## src/rtl/tmr_pkg.sv

```systemverilog
package tmr_pkg;

  // Word indices on the register port
  localparam logic [1:0] IDX_RELOAD = 2'd0;
  localparam logic [1:0] IDX_COUNT  = 2'd1;
  localparam logic [1:0] IDX_CTRL   = 2'd2;
  localparam logic [1:0] IDX_CAPT   = 2'd3;

  // Control word field positions
  localparam int CB_IE     = 5;
  localparam int CB_UF     = 8;
  localparam int CB_CF     = 9;
  localparam int CB_RSV_LO = 10;
  localparam int CTRL_KEEP = 8;

  localparam logic [2:0] PSC_RSVD    = 3'd5;
  localparam logic [2:0] PSC_MAX_INT = 3'd4;

  // log2 of the divide ratio for an internal selection
  function automatic logic [3:0] psc_shift(input logic [2:0] sel);
    logic [3:0] s;
    s = {1'b0, sel} + 4'd1;
    return s << 1;
  endfunction

endpackage

```

## src/rtl/tmr_prescaler.sv

```systemverilog
module tmr_prescaler #(
  parameter int DIV_W = 10
) (
  input  logic       clk,
  input  logic       rst_n,
  input  logic       run_i,
  input  logic [2:0] sel_i,
  output logic       tick_o
);
  import tmr_pkg::*;

  logic [DIV_W-1:0] cnt_q, cnt_d;
  logic [2:0]       sel_q;
  logic [DIV_W:0]   term_full;
  logic             int_sel, sel_chg, at_term;

  assign int_sel   = (sel_i <= PSC_MAX_INT);
  assign sel_chg   = (sel_i != sel_q);
  assign term_full = ({{DIV_W{1'b0}}, 1'b1} << psc_shift(sel_i)) - 1'b1;
  assign at_term   = (cnt_q == term_full[DIV_W-1:0]);
  assign tick_o    = run_i & int_sel & ~sel_chg & at_term;

  always_comb begin
    cnt_d = cnt_q;
    if (sel_chg) begin
      cnt_d = '0;
    end else if (run_i && int_sel) begin
      cnt_d = at_term ? '0 : cnt_q + 1'b1;
    end
  end

  always_ff @(posedge clk or negedge rst_n) begin
    if (!rst_n) begin
      cnt_q <= '0;
      sel_q <= '0;
    end else begin
      cnt_q <= cnt_d;
      sel_q <= sel_i;
    end
  end

endmodule

```

## src/rtl/tmr_counter.sv

```systemverilog
module tmr_counter #(
  parameter int W = 32
) (
  input  logic         clk,
  input  logic         rst_n,
  input  logic         tick_i,
  input  logic         load_i,
  input  logic [W-1:0] load_val_i,
  input  logic [W-1:0] reload_i,
  output logic [W-1:0] count_o,
  output logic         uflow_o
);

  logic [W-1:0] cnt_q, cnt_d;
  logic         at_zero;

  assign at_zero = (cnt_q == '0);
  assign uflow_o = tick_i & at_zero;
  assign count_o = cnt_q;

  always_comb begin
    cnt_d = cnt_q;
    if (load_i) begin
      cnt_d = load_val_i;
    end else if (tick_i) begin
      cnt_d = at_zero ? reload_i : cnt_q - 1'b1;
    end
  end

  always_ff @(posedge clk or negedge rst_n) begin
    if (!rst_n) cnt_q <= '1;
    else        cnt_q <= cnt_d;
  end

endmodule

```

## src/rtl/tmr_regs.sv

```systemverilog
module tmr_regs #(
  parameter int DATA_W      = 32,
  parameter int ADDR_W      = 6,
  parameter bit HAS_CAPTURE = 1'b1,
  parameter bit HAS_EXTCLK  = 1'b0
) (
  input  logic              clk,
  input  logic              rst_n,
  input  logic              wr_i,
  input  logic              rd_i,
  input  logic [ADDR_W-1:0] addr_i,
  input  logic [DATA_W-1:0] wdata_i,
  input  logic [DATA_W-1:0] count_i,
  input  logic              uflow_i,
  output logic [DATA_W-1:0] reload_o,
  output logic              load_o,
  output logic [DATA_W-1:0] load_val_o,
  output logic [2:0]        psc_sel_o,
  output logic              ie_o,
  output logic              flag_o,
  output logic              err_o,
  output logic [DATA_W-1:0] rdata_o
);
  import tmr_pkg::*;

  localparam int IDX_BITS = ADDR_W - 2;

  logic [IDX_BITS-1:0] idx;
  logic [1:0]          widx;
  logic                upper_zero, bad_off, ctrl_legal;
  logic                wr_reload, wr_ctrl, wr_capt, wr_ctrl_bad;

  logic [DATA_W-1:0]    reload_q, reload_d;
  logic [CTRL_KEEP-1:0] ctrl_q, ctrl_d;
  logic                 flag_q, flag_d;
  logic                 err_q, err_d;
  logic [DATA_W-1:0]    rdata_q, rdata_d;
  logic [DATA_W-1:0]    capt_val, ctrl_word;

  assign idx        = addr_i[ADDR_W-1:2];
  assign widx       = idx[1:0];
  assign upper_zero = ((idx >> 2) == '0);
  assign bad_off    = !upper_zero || (widx == IDX_CAPT && !HAS_CAPTURE);

  function automatic logic legal_ctrl(input logic [DATA_W-1:0] v);
    logic ok;
    ok = 1'b1;
    if (v[2:0] == PSC_RSVD)                   ok = 1'b0;
    if (v[2:0] > PSC_RSVD && !HAS_EXTCLK)     ok = 1'b0;
    if (v[4:3] != 2'b00 && !HAS_EXTCLK)       ok = 1'b0;
    if (v[7:6] == 2'b01)                      ok = 1'b0;
    if (v[7:6] != 2'b00 && !HAS_CAPTURE)      ok = 1'b0;
    if (v[CB_CF] && !HAS_CAPTURE)             ok = 1'b0;
    if (v[DATA_W-1:CB_RSV_LO] != '0)          ok = 1'b0;
    return ok;
  endfunction

  assign ctrl_legal  = legal_ctrl(wdata_i);
  assign wr_reload   = wr_i && !bad_off && widx == IDX_RELOAD;
  assign load_o      = wr_i && !bad_off && widx == IDX_COUNT;
  assign wr_ctrl     = wr_i && !bad_off && widx == IDX_CTRL && ctrl_legal;
  assign wr_ctrl_bad = wr_i && !bad_off && widx == IDX_CTRL && !ctrl_legal;
  assign wr_capt     = wr_i && !bad_off && widx == IDX_CAPT;
  assign load_val_o  = wdata_i;

  always_comb begin
    ctrl_word = '0;
    ctrl_word[CTRL_KEEP-1:0] = ctrl_q;
    ctrl_word[CB_UF] = flag_q;
  end

  generate
    if (HAS_CAPTURE) begin : g_capt
      logic [DATA_W-1:0] capt_q, capt_d;
      always_comb begin
        capt_d = capt_q;
        if (wr_capt) capt_d = wdata_i;
      end
      always_ff @(posedge clk or negedge rst_n) begin
        if (!rst_n) capt_q <= '0;
        else        capt_q <= capt_d;
      end
      assign capt_val = capt_q;
    end else begin : g_no_capt
      assign capt_val = '0;
    end
  endgenerate

  always_comb begin
    reload_d = reload_q;
    ctrl_d   = ctrl_q;
    flag_d   = flag_q;
    err_d    = err_q;
    rdata_d  = rdata_q;
    if (wr_reload) reload_d = wdata_i;
    if (wr_ctrl) begin
      ctrl_d = wdata_i[CTRL_KEEP-1:0];
      if (!wdata_i[CB_UF]) flag_d = 1'b0;
    end
    if (uflow_i) flag_d = 1'b1;
    if (((wr_i || rd_i) && bad_off) || wr_ctrl_bad) err_d = 1'b1;
    if (rd_i) begin
      if (bad_off) begin
        rdata_d = '0;
      end else begin
        unique case (widx)
          IDX_RELOAD: rdata_d = reload_q;
          IDX_COUNT:  rdata_d = count_i;
          IDX_CTRL:   rdata_d = ctrl_word;
          default:    rdata_d = capt_val;
        endcase
      end
    end
  end

  always_ff @(posedge clk or negedge rst_n) begin
    if (!rst_n) begin
      reload_q <= '1;
      ctrl_q   <= '0;
      flag_q   <= 1'b0;
      err_q    <= 1'b0;
      rdata_q  <= '0;
    end else begin
      reload_q <= reload_d;
      ctrl_q   <= ctrl_d;
      flag_q   <= flag_d;
      err_q    <= err_d;
      rdata_q  <= rdata_d;
    end
  end

  assign reload_o  = reload_q;
  assign psc_sel_o = ctrl_q[2:0];
  assign ie_o      = ctrl_q[CB_IE];
  assign flag_o    = flag_q;
  assign err_o     = err_q;
  assign rdata_o   = rdata_q;

endmodule

```

## src/rtl/tmr_channel.sv

```systemverilog
module tmr_channel #(
  parameter int DATA_W      = 32,
  parameter int ADDR_W      = 6,
  parameter int DIV_W       = 10,
  parameter bit HAS_CAPTURE = 1'b1,
  parameter bit HAS_EXTCLK  = 1'b0
) (
  input  logic              clk,
  input  logic              rst_n,
  input  logic              start_i,
  input  logic              bus_wr_i,
  input  logic              bus_rd_i,
  input  logic [ADDR_W-1:0] bus_addr_i,
  input  logic [DATA_W-1:0] bus_wdata_i,
  output logic [DATA_W-1:0] bus_rdata_o,
  output logic              irq_o,
  output logic              err_o
);

  logic [1:0]        rst_sync_q;
  logic              rst_sync_n;
  logic              tick, uflow, cnt_load, ie, uf_flag;
  logic [2:0]        psc_sel;
  logic [DATA_W-1:0] count_val, reload_val, cnt_load_val;

  // Reset asserts at once and releases on a clock edge
  always_ff @(posedge clk or negedge rst_n) begin
    if (!rst_n) rst_sync_q <= 2'b00;
    else        rst_sync_q <= {rst_sync_q[0], 1'b1};
  end
  assign rst_sync_n = rst_sync_q[1];

  tmr_prescaler #(.DIV_W(DIV_W)) u_psc (
    .clk    (clk),
    .rst_n  (rst_sync_n),
    .run_i  (start_i),
    .sel_i  (psc_sel),
    .tick_o (tick)
  );

  tmr_counter #(.W(DATA_W)) u_cnt (
    .clk        (clk),
    .rst_n      (rst_sync_n),
    .tick_i     (tick),
    .load_i     (cnt_load),
    .load_val_i (cnt_load_val),
    .reload_i   (reload_val),
    .count_o    (count_val),
    .uflow_o    (uflow)
  );

  tmr_regs #(
    .DATA_W      (DATA_W),
    .ADDR_W      (ADDR_W),
    .HAS_CAPTURE (HAS_CAPTURE),
    .HAS_EXTCLK  (HAS_EXTCLK)
  ) u_regs (
    .clk        (clk),
    .rst_n      (rst_sync_n),
    .wr_i       (bus_wr_i),
    .rd_i       (bus_rd_i),
    .addr_i     (bus_addr_i),
    .wdata_i    (bus_wdata_i),
    .count_i    (count_val),
    .uflow_i    (uflow),
    .reload_o   (reload_val),
    .load_o     (cnt_load),
    .load_val_o (cnt_load_val),
    .psc_sel_o  (psc_sel),
    .ie_o       (ie),
    .flag_o     (uf_flag),
    .err_o      (err_o),
    .rdata_o    (bus_rdata_o)
  );

  assign irq_o = uf_flag & ie;

endmodule

```

## config.mk

```make
export PLATFORM = sky130hd
export DESIGN_NAME = tmr_channel
export DESIGN_NICKNAME = d
export VERILOG_FILES = /design/src/rtl/tmr_pkg.sv /design/src/rtl/tmr_prescaler.sv /design/src/rtl/tmr_counter.sv /design/src/rtl/tmr_regs.sv /design/src/rtl/tmr_channel.sv
export SDC_FILE = /design/constraint.sdc
export NUM_CORES = 1
export LEC_CHECK = 0
export CORE_MARGIN = 4
export CORE_UTILIZATION = 50
export CTS_CLUSTER_DIAMETER = 60
export DETAILED_ROUTE_END_ITERATION = 10
export GPL_TIMING_DRIVEN = 0
export PLACE_DENSITY = 0.69
export SYNTH_ARGS = -nofsm -noshare
export SYNTH_HDL_FRONTEND = slang
export SYNTH_SLANG_ARGS = --single-unit
```

## constraint.sdc

```tcl
create_clock -name clk -period 10.75 [get_ports clk]
set_input_delay 2.15 -clock clk [delete_from_list [all_inputs] [get_ports clk]]
set_output_delay 2.15 -clock clk [all_outputs]
set_load 0.05 [all_outputs]
```

==> flow_summary_export.csv <==
group,metric,value,unit
clock_tree,cts-resized-gates,0,
drt,drc,0,
yosys,synth_seq_area_share,46.0,%
finish,instances_no_fill,1176,
clock_tree,cts_hold_buffers,0,
yosys,ys_ff_latch,153,
yosys,synth_async_sr_flop_share,100,%
die,coreArea,16600,sq um
drt,drt_pre_antenna_iters,6,
clock_tree,cts_made_buffers,17,
placed_design,place.detailed.hpwl,17900,um
worst_hold_path,min_path_type,"flop to asynchronous set/reset pin",
timing,fin_worst_hold_slack,0.233,ns
placed_design,placed_cell_area,9550,sq um
drt,ant_nets,0,
drt,ratio_of_routed_vias_to_standard_cells,6.07,
yosys,ys.flop_type,"sky130_fd_sc_hd__dfrtp_1",
global_route,grt_pass1_wl,39700,um
yosys,synthesized_nets,897,
clock_tree,maximum_level_of_the_cts_h_tree,4,
setup_path,maximum_fanout_encountered_on_the_critical_timing_path,10,
die,initial_cell_density_of_the_core,51.2,%
placed_design,routabilityCongestion,0.976,
timing,timing_hold_violations_final,0,
timing,final_max_slew_viol_count,0,
drt,detail_route.wl_per_cell,21.0,um
clock_tree,cts.sinks,153,
setup_path,reg2regPathDepth,14,
yosys,netlist-cell-type-count,68,
timing,totalNegativeSetupSlack,0,ns
pwr,switching_share,30.9,%
yosys,ys_top_cells_by_count,"sky130_fd_sc_hd__dfrtp_1, sky130_fd_sc_hd__mux2_2, sky130_fd_sc_hd__dfstp_2",
pwr,p_int,1210,uW
finish,finalInstanceArea,10100,sq um
clock_tree,insertion_delay,0.43,ns
clock_tree,clock_tree.root_cell,"sky130_fd_sc_hd__clkbuf_16",
placed_design,dpl.cell_count,1143,
die,die_height,138,um
setup_path,path_cells,"clkdlybuf4s50_1 > nor2_1 > nand2_1 > nor3b_1 > clkbuf_1 > clkbuf_1 > nand2_1 > o211ai_1",
timing,final-setup-viol-count,0,
yosys,yosys_warnings,0,
finish,layout_net_count,992,
timing,period_share,46.5,%
timing,timing.clock.skew,0.00717,ns
global_route,via_count_of_the_first_global_routing_pass,7056,
setup_path,worst-setup-path-type,"input port to flop",
setup_path,worstSetupEndpointType,"flop",
pwr,switchingPower,540,uW
timing,transition_at_the_pin_with_the_smallest_max_transition_slack,1.23,ns
timing,unrepaired_setup_endpoints_after_global_routing,"false",
pwr,power_density,173,nW/um^2
setup_path,critical_path.slowest_cell,"sky130_fd_sc_hd__nor3b_1",
global_route,antenna_violations_before_repair,0,
global_route,grt-ovfl-total,0,
pwr,p_total,1750,uW
flow_run,cap_violations,0,
global_route,track_usage,25.8,%
setup_path,worst-endpoint-arrival,5.34,ns
pwr,total_leakage_power,0.00405,uW
timing,final_period_minus_worst_setup_slack,4.99,ns
pwr,combinationalPowerShare,21.8,%
pwr,vdd.ir_drop.worst,0.123,mV
yosys,area_fraction_of_the_dominant_cell_type_after_synthesis,26.2,%
yosys,post_synth_inst_count,848,
yosys,synth_edf_count,0,
global_route,grt_start_max_net_pins,70,
drt,totalWireLength,24700,um
yosys,post-synth-top-area-cell,"sky130_fd_sc_hd__dfrtp_1",
yosys,synth.most_common_cell,"sky130_fd_sc_hd__dfrtp_1",
pwr,share_seq_of_total_power,45.6,%
die,i_o_pins,77,
yosys,syn_area,8490,sq um
setup_path,cp_slowest_stage_delay,0.86,ns
clock_tree,post_cts_buffers,0,
finish,final_layout_size_suffix_gt1_share,19.7,%
drt,num_vias,7136,
timing,clock.fmax,0.200,GHz
placed_design,place.port_buffers,73,
pwr,clock_power_share,32.5,%
clock_tree,tritoncts,"built",
finish,syn_to_layout_area_delta,19.1,%
clock_tree,clk_pin_slew,0.06,ns
outcome,outcome,"completed",
yosys,syn-mean-instance-area,10.0,sq um
finish,antenna_cells,0,
setup_path,critPathLaunchType,"input port",
setup_path,crit_path_required_time,11.09,ns
clock_tree,clockBufferDepth,2,
die,design.die.area,19100,sq um
die,std_cell_rows,47,
die,die_x,138,um
timing,max-slew-margin-rel,17.3,%
drt,drtIter0Drc,683,
yosys,synthTopCellsByArea,"sky130_fd_sc_hd__dfrtp_1, sky130_fd_sc_hd__dfstp_2, sky130_fd_sc_hd__mux2_2",
==> cell families (layout without fill, tap and decap cells) <==
family                   count (synthesis)  in the layout  share of synthesized area (%)
AO/OA/AOI/OAI                          202            202                           15.6
XOR/XNOR                                20             20                           2.06
adder cells (fa/ha/maj)                  6              6                          0.884
buffers and inverters                  107            215                           5.13
flip-flops                             153            153                           46.0
multiplexers                           105            105                           14.7
other                                    1              1                         0.0442
AND/OR/NAND/NOR                        254            254                           15.5
==> critical path: cells and delay by family <==
family / cells / cell delay, ns
simple gates: 4 / 1.54
compound gates: 1 / 0.12
buf+inv: 3 / 1.52
==> layer usage <==
metal	vias to the layer above	wire (um)	GRT usage [%]
met5	-	0	0
met4	0	383	7.07
met3	29	1770	6.04
met2	294	11400	39.8
met1	3520	11200	36.7
li1	3293	-	-
==> worst paths after layout <==
path                                              startpoint                            end  slack (ns)
min in group clk                     rst_sync_q[0]$_DFF_PN0_        rst_sync_q[1]$_DFF_PN0_        0.35
worst min-delay path                 rst_sync_q[1]$_DFF_PN0_     u_psc.cnt_q[4]$_DFFE_PN0P_        0.23
worst min register to register       rst_sync_q[1]$_DFF_PN0_     u_psc.cnt_q[4]$_DFFE_PN0P_        0.23
worst max-delay path                           bus_addr_i[5]  u_cnt.count_o[11]$_DFFE_PN1P_        5.76
worst max register to register  u_regs.ctrl_q[1]$_DFFE_PN0P_   u_cnt.count_o[1]$_DFFE_PN1P_        6.55
max in group asynchronous                              rst_n        rst_sync_q[1]$_DFF_PN0_        8.72
==> registers in the layout (all words and copies together) (netlist names) <==
signal and count:
rst_sync_q 2, u_cnt.count_o 32, u_psc.cnt_q 10, u_psc.sel_q 3
u_regs.capt_val 32, u_regs.ctrl_q 8, u_regs.err_o 1, u_regs.flag_o 1
u_regs.rdata_o 32, u_regs.reload_o 32
==> through the flow <==
stage          worst slack, ns  util (%)
2_1_floorplan             6.28         -
3_3_place_gp              4.41      57.3
3_5_place_dp              5.47      57.6
4_1_cts                   5.91      60.9
5_1_grt                   5.66      61.0
6_report                  5.76      61.0
==> layout make-up <==
cell class	count	area, sq um
fill	1465	6470
multi-input combinational	588	4150
sequential	153	3910
timing repair buffer	76	791
clock buffer	22	454
tap	220	275
buffer	57	248
inverter	50	188
clock inverter	10	96.3
==> placed cells by master (no fill, tap or decap), drive strengths merged, types with 16 or more instances in the layout <==
cell type,n
a21oi,34
clkbuf,68
clkdlybuf4s50,73
dfrtp,89
dfstp,64
inv,51
mux2,66
mux2i,30
nand2,62
nand3,29
nor2,53
nor3,18
nor4,19
o21ai,48
o22ai,27
xnor2,16
==> power groups by stage <==
stage               Sequential [uW]  Clock [uW]  Combinational (uW)
floorplan                       808           0                 242
global placement                809           0                 356
detailed placement              805           0                 377
CTS                             796         577                 379
global route                    813         602                 418
finish                          799         569                 382
(Power assumes the default switching activity.)
